**config.mk**
```make
export PLATFORM = sky130hd
export DESIGN_NAME = acc_rule_table
export DESIGN_NICKNAME = d
export VERILOG_FILES = /design/src/rtl/acc_rule_table.sv
export SDC_FILE = /design/constraint.sdc
export NUM_CORES = 1
export LEC_CHECK = 0
export BUFFER_PORTS_ARGS = -buffer_cell sky130_fd_sc_hd__buf_2
export CAP_MARGIN = 20
export CORE_AREA = 2 2 261 263
export DETAILED_ROUTE_END_ITERATION = 10
export DIE_AREA = 0 0 263 265
export GPL_TIMING_DRIVEN = 0
export PLACE_DENSITY = 0.64
export SYNTH_ARGS = -nofsm -noshare
export SYNTH_HDL_FRONTEND = slang
export SYNTH_SLANG_ARGS = --single-unit
export TNS_END_PERCENT = 100
```
**constraint.sdc**
```tcl
create_clock -name clk -period 6.5 [get_ports clk]
set_clock_uncertainty 0.05 [all_clocks]
set_input_delay 0.65 -clock clk [delete_from_list [all_inputs] [get_ports clk]]
set_output_delay 0.65 -clock clk [all_outputs]
set_load 0.005 [all_outputs]
```
**src/rtl/acc_rule_table.sv**
```systemverilog
module acc_rule_table #(
  parameter int ADDR_W = 32,
  parameter int N_RULES = 8,
  parameter bit WHITELIST = 1'b1,
  parameter bit EXHAUSTIVE = 1'b1,
  localparam int IDX_W = (N_RULES > 1) ? $clog2(N_RULES) : 1
) (
  input  logic              clk,
  input  logic              rst_n,
  input  logic              mg_valid,
  input  logic [1:0]        mg_op,
  input  logic [IDX_W-1:0]  mg_idx,
  input  logic              mg_range,
  input  logic [ADDR_W-1:0] mg_lo,
  input  logic [ADDR_W-1:0] mg_hi,
  input  logic              mg_rd,
  input  logic              mg_wr,
  output logic              mg_err,
  input  logic              lk_valid,
  input  logic [ADDR_W-1:0] lk_addr,
  input  logic              lk_write,
  output logic              lk_done,
  output logic              lk_hit,
  output logic              lk_allow
);

  logic [N_RULES-1:0] vld, rng, prd, pwr, match;
  logic [ADDR_W-1:0]  lo [N_RULES];
  logic [ADDR_W-1:0]  hi [N_RULES];
  logic [IDX_W-1:0]   free_idx;
  logic               g_rd, g_wr;

  wire table_full = &vld;
  wire do_add = mg_valid && mg_op == 2'd0;
  wire do_inv = mg_valid && mg_op == 2'd1;
  wire do_clr = mg_valid && mg_op == 2'd2;

  always_comb begin
    for (int i = 0; i < N_RULES; i++)
      match[i] = vld[i] && (rng[i] ? (lk_addr >= lo[i] && lk_addr <= hi[i])
                                   : (lk_addr == lo[i]));
  end

  always_comb begin
    free_idx = '0;
    for (int i = N_RULES - 1; i >= 0; i--)
      if (!vld[i]) free_idx = IDX_W'(i);
  end

  generate
    if (EXHAUSTIVE) begin : g_or_all
      assign g_rd = |(match & prd);
      assign g_wr = |(match & pwr);
    end else begin : g_first
      always_comb begin
        g_rd = 1'b0;
        g_wr = 1'b0;
        for (int i = N_RULES - 1; i >= 0; i--)
          if (match[i]) begin
            g_rd = prd[i];
            g_wr = pwr[i];
          end
      end
    end
  endgenerate

  wire granted = lk_write ? g_wr : g_rd;

  always_ff @(posedge clk or negedge rst_n) begin
    if (!rst_n) begin
      vld      <= '0;
      mg_err   <= 1'b0;
      lk_done  <= 1'b0;
      lk_hit   <= 1'b0;
      lk_allow <= 1'b0;
    end else begin
      lk_done <= lk_valid;
      if (lk_valid) begin
        lk_hit   <= |match;
        lk_allow <= WHITELIST ? granted : !granted;
      end
      if (do_clr) begin
        vld    <= '0;
        mg_err <= 1'b0;
      end else if (do_inv) begin
        if (int'(mg_idx) < N_RULES) vld[mg_idx] <= 1'b0;
      end else if (do_add) begin
        if (table_full) mg_err <= 1'b1;
        else vld[free_idx] <= 1'b1;
      end
    end
  end

  always_ff @(posedge clk) begin
    if (do_add && !table_full) begin
      rng[free_idx] <= mg_range;
      prd[free_idx] <= mg_rd;
      pwr[free_idx] <= mg_wr;
      lo[free_idx]  <= mg_lo;
      hi[free_idx]  <= mg_hi;
    end
  end

  p_done_after_req_r2: assert property (@(posedge clk) disable iff (!rst_n)
    lk_valid |=> lk_done);
  p_no_spurious_done_r2: assert property (@(posedge clk) disable iff (!rst_n)
    !lk_valid |=> !lk_done);
  p_full_add_flags_r10: assert property (@(posedge clk) disable iff (!rst_n)
    (do_add && table_full) |=> mg_err);
  p_full_add_no_store_r10: assert property (@(posedge clk) disable iff (!rst_n)
    (do_add && table_full) |=> $stable(vld));
  p_err_sticky_r10: assert property (@(posedge clk) disable iff (!rst_n)
    (mg_err && !do_clr) |=> mg_err);
  p_miss_default_r5: assert property (@(posedge clk) disable iff (!rst_n)
    (lk_done && !lk_hit) |-> (lk_allow == !WHITELIST));
  p_clear_empties_r9: assert property (@(posedge clk) disable iff (!rst_n)
    do_clr |=> (vld == '0 && !mg_err));

endmodule

```
---- Yosys cells after proc, flatten, opt, wreduce, memory -nomap -nowiden ----
Memories as Yosys holds them, arrays and structs flattened.
Cells that the tools add are included.
word-level totals
  bits in registers ....................... 36
  RAM bits ................................ 512
  input bits .............................. 109
  output and inout bits ................... 4
  logic and storage cells ................. 114
  memories kept ........................... 2
memories
  name  depth  bits a word  rd ports  clocked after memory_dff  write ports  RTL line  text
  hi    8      32           8         0                         1            29        logic [ADDR_W-1:0] hi [N_RULES];
  lo    8      32           8         0                         1            28        logic [ADDR_W-1:0] lo [N_RULES];
cells by class
  order comparisons ....................... 20
  equality and inequality tests ........... 12
  muxes and demuxes ....................... 34
  bitwise gates (word level) .............. 5
  reduce and logical (&&, ||, !) cells .... 33
operators with widths
  cell                                                        number
  == test 32 bit                                              8
  >= comparator 32 bit                                        8
  less-or-equal comparator 32 bit                             8
  two-way mux 8 bit                                           4
  AND 8 bit                                                   3
  bitwise mux 8 bit                                           3
  two-way mux 3 bit                                           8
  OR reduction 8 bit                                          3
  logical AND 1 bit                                           22
  two-way mux 1 bit                                           17
  less-than comparator 3 x 4 -> 1 bit, second input constant  2
  inverter 8 bit                                              1
  OR 8 bit                                                    1
  AND reduction 8 bit                                         1
  demux 1 bit (select 3 bit)                                  2
  >= comparator 3 x 1 -> 1 bit, second input constant         2
  nonzero test 2 bit                                          2
  != test 3 x 1 -> 1 bit, second input constant               1
  AND reduction 3 bit                                         1
  nonzero test 3 bit                                          1
  == test 2 x 1 -> 1 bit, second input constant               1
  == test 2 bit, second input constant                        1
  zero test 2 bit                                             1
  != test 2 x 1 -> 1 bit, second input constant               1
  2 further kinds                                             2

---- Longest topological paths before layout ----
  word-level depth ........................ 17
  gate-level depth with buffers ........... 11
  gate-level depth less buffers ........... 11

---- Worst setup path before layout ----
Ideal clock, no wire load.
  path kind ............................... register to register
  start point ............................. register vld[0]
  end point ............................... memory hi[6][0], enable pin
  setup time .............................. 0.492 ns
  data arrival time ....................... 4.098 ns
  required time ........................... 5.958 ns
  slack ................................... 1.860 ns
  stages on the path, launching flop included .. 8
  buffers on the path ..................... 0
  clock period less this slack ............ 4.640 ns
  path through ............................ dfrtp_1 -> nand2_1 -> nor2_1 -> nand3_1 -> nor2_1 -> nor4b_1 -> nand2_1 -> nor2_1
between the ends
  cells in the longest elaborated chain, start to end .. 5
  elaborated cells between the ends (all ways) .. 6
  those cells by class .................... mux (3); reduce/logical (3)
RTL lines
  what                                     RTL line  text
  start: declaration                       27        logic [N_RULES-1:0] vld, rng, prd, pwr, match;
  AND reduction 8 bit                      33        wire table_full = &vld;
  zero test 1 bit                          95        if (do_add && !table_full) begin
  logical AND 1 bit                        95
  two-way mux 1 bit                        95
  two-way mux 1 bit (not written as such)  100       hi[free_idx] <= mg_hi;
  end: declaration                         29
Several ways; a longest one is shown, not always the timed one.

---- Worst setup path after layout ----
  start point ............................. input lk_addr[31]
  end point ............................... register lk_allow
between the ends
  cells in the longest elaborated chain, start to end .. 7
  elaborated cells between the ends (all ways) .. 53
  those cells by class .................... order compare (16); eq/ne (8); mux (9); bitwise (2); reduce/logical (18)
RTL lines
  what                                                                     RTL line  text
  start: declaration                                                       20        input logic [ADDR_W-1:0] lk_addr,
  >= comparator 32 bit or less-or-equal comparator 32 bit (tied branches)  40        match[i] = vld[i] && (rng[i] ? (lk_addr >= lo[i] && lk_addr <= hi[i])
  logical AND 1 bit                                                        40
  two-way mux 1 bit                                                        40
  logical AND 1 bit                                                        40
  AND 8 bit (on tied branches)                                             52, 53
  OR reduction 8 bit (on tied branches)                                    52, 53
  two-way mux 1 bit (*)                                                    67        wire granted = lk_write ? g_wr : g_rd;
  end signal: assignment                                                   80        lk_allow <= WHITELIST ? granted : !granted;
  end: declaration                                                         24        output logic lk_allow
Every way passes the cells marked *; elsewhere a longest branch is shown, timed or not.
A chain may end at the register's enable or synchronous reset.

==> results.md <==
* Post-Synthesis Cell Area at 29900 um2
* Worst relative slew slack at 26.0%
* CP max stage delay at 900 ps
* Final Cycle Share at 58.1%
* Global-route wire length before repair at 117 mm
* Final worst path period need at about 3800 ps
* Design area at 33800 um2
* TritonCTS Buffers at 60
* GR Util All Layers at roughly 22%
* Final GP Congestion at ~0.86
* Worst skew pair latency at between 600 and 700 ps
* Via count at 20000
* Crit path max fanout at 16
* Die width at between 200 and 300 um
* First-pass detailed-route iteration total at 5
* Maximum vdd drop at between 200 and 250 uV
* Setup bufs post-CTS at 0
* Unique cell type count in the Yosys netlist at 67
* HPWL after DPL at about 57 mm
* Setup repair after global routing missed its margin: no
* RR Endpoint: lk_allow
* Outcome: completed
* Final core utilization at between 50 and 60%
* Layout area overhead at 13.0%
* Slowest CP cell: nor4_1
* Primary FF master, synth: edfxtp_1
* Overall Power at 7.95 mW
* CP endpoint kind: register
* Max Cap Viol at 0
* Area occupied by multi-input gates at between 10000 and 15000 um2
* Commonest non-fill, non-tap cell in the layout: edfxtp_1
* Largest area contributor in the netlist: edfxtp_1
* Worst-Margin Slew at about 1100 ps
* Hold crit path type: input pin to register
* GRT Residual Overflow at 0
* R2r setup slk at 2810 ps
* Vias in the first global route at approximately 20000
* Flops & latches, synth at about 550
* Hold WS at about 180 ps
* Fillers at 5756
* CP startpoint: lk_addr[31]
* R2R cell count at 11
* Pre-CTS setup slack at ~2300 ps
* Largest net degree at the start of global routing at 32
* Syn nets at 3085
* Crit path cell chain: buf_2 -> ha_1 -> nand4_1 -> nor4_1 -> a21bo_2 -> a31oi_1 -> a211oi_1 -> o21ai_1 -> o2111ai_1 -> a2111oi_2 -> a211oi_1
* DIE AREA at 69700 um2
* Initial core utilization at 44.7%
* Root buffer cell: clkbuf_16
* Sink Count at between 500 and 600
* Synthesized instance count at 2464
* H-tree levels at 2
* Placed Instances at 3466
* Cell count along the critical path at 11
* CTS tree: built
* # IOs at approximately 110
* Setup ws final at between 2000 and 3000 ps
* Clk pin slew, worst setup/hold paths at ~60 ps
* Crit path buf inv count at 1
* Fraction of the yosys area taken by sequential cells at 54.9%
* Vias per cell at ~5.6
* YS warnings at 0
* Asr flop ratio synth at about 2.2%
* Top-area cell type share of the netlist area at 53.9%
* Final wirelength at 78.2 mm
* Cell leakage power at approximately 15 nW
* Worst Setup Start Kind: input pin
* Core area at about 67000 um2
* Pins Over Slew Limit at 0
* Layout cell share with drive strength beyond 1 at 8.52%
* Setup-violating endpoint count in the final report at 0
* Cell Pwr Density at between 200 and 250 nW/um2
* Worst Path Required at 6970 ps
* Post-synth EDFFs at approximately 540
* Drt wl/cell at approximately 22 um
* DP Area at 31900 um2
* Antenna violations before repair at 6
* Commonest cells after routing, fill and taps aside: edfxtp_1, inv_1, ha_1
* Arr. time, crit path at between 4000 and 5000 ps
* Worst r2r src: hi[1][31]
* Register area at 16400 um2
* Num rows at 95
* Post-route insts no fill at ~3600
* Setup CP Type: input pin to register
* CP top delay family: compound AO/OA/AOI/OAI gates
* Mean Syn Cell Area at between 10 and 15 um2
* Final Hold Vio Count at 0
* Nets at ~3300
* CTS max path bufs at 3
* DRC Markers at 0
* First-iteration detailed-routing DRC count at around 1400
* CP endpoint: lk_allow
* Most common cell on crit path: a211oi_1
* Main area contributors after synthesis: edfxtp_1, ha_1, inv_1, a21oi_1, nand4_1
* PortBufs at ~110
* TNS Setup at 0 ps
* Post-route ant nets at 0
* Die Y at between 200 and 300 um
* Fmax at roughly 0.26 GHz
[how the worst min path moves through the flow]
stage | depth (start not counted) | to | slack (ps) | start
2_1_floorplan | 0 | lk_allow | 300 | rst_n
3_3_place_gp | 2 | mg_err | 430 | mg_err
3_5_place_dp | 2 | mg_err | 450 | mg_err
4_1_cts | 1 | lk_done | 140 | lk_valid
5_1_grt | 1 | lk_done | 160 | lk_valid
6_report | 1 | lk_done | 180 | lk_valid
[layout make-up]
class / instances / area share, %
antenna: 2 / 0.0148
buffer: 1 / 0.0111
clock buffer: 76 / 4.75
clock inverter: 31 / 0.604
inverter: 514 / 5.71
multi-input combinational: 1401 / 34.4
sequential: 548 / 48.5
tap: 873 / 3.23
timing repair buffer: 130 / 2.72
[cell usage after synthesis (all sizes together), types with 7 or more instances]
library cell / count
o21ai: 62
edfxtp: 536
nand3: 66
a21o: 37
o31ai: 15
nand2b: 7
nor3: 11
o211ai: 21
and4: 17
ha: 512
nand4: 102
dfrtp: 12
a21boi: 15
a21oi: 214
a211oi: 21
nor2b: 21
nor4: 23
inv: 514
a221oi: 9
nand2: 117
nor2: 47
[layer usage]
metal / part of all wire (%) / vias to the layer above / routed length (um) / track usage [%]
met1: 43 / 9870 / 33600 / 29.4
met5: 0.068 / - / 53 / 0
li1: - / 9411 / - / -
met3: 6.2 / 161 / 4850 / 3.14
met4: 3.1 / 8 / 2430 / 7.64
met2: 48 / 593 / 37200 / 38.1
[registers in the layout, indices dropped and copies added (netlist names), 8 cells and up]
name	count
hi	256
lo	256
prd	8
pwr	8
rng	8
vld	8
[power breakdown]
group / total [mW] / internal (mW) / switching, mW
Combinational: 0.770 / 0.255 / 0.515
Clock: 3.19 / 1.81 / 1.38
Sequential: 4.00 / 3.97 / 0.0305
[timing repair]
action,CTS,global route
hold endpoints to repair,12,0
hold buffers,1,0
gates resized for setup,0,0
[cell families (layout without fill, tap and decap cells)]
logic type,Yosys count,after routing,synth area share [%]
AOI/OAI and AO/OA,453,453,9.51
adders and majority gates,512,512,21.4
buffers and inverters,515,752,6.47
DFF,548,548,54.9
other,0,2,0
and+or+nand+nor,436,436,7.73
(Power assumes the default switching activity.)
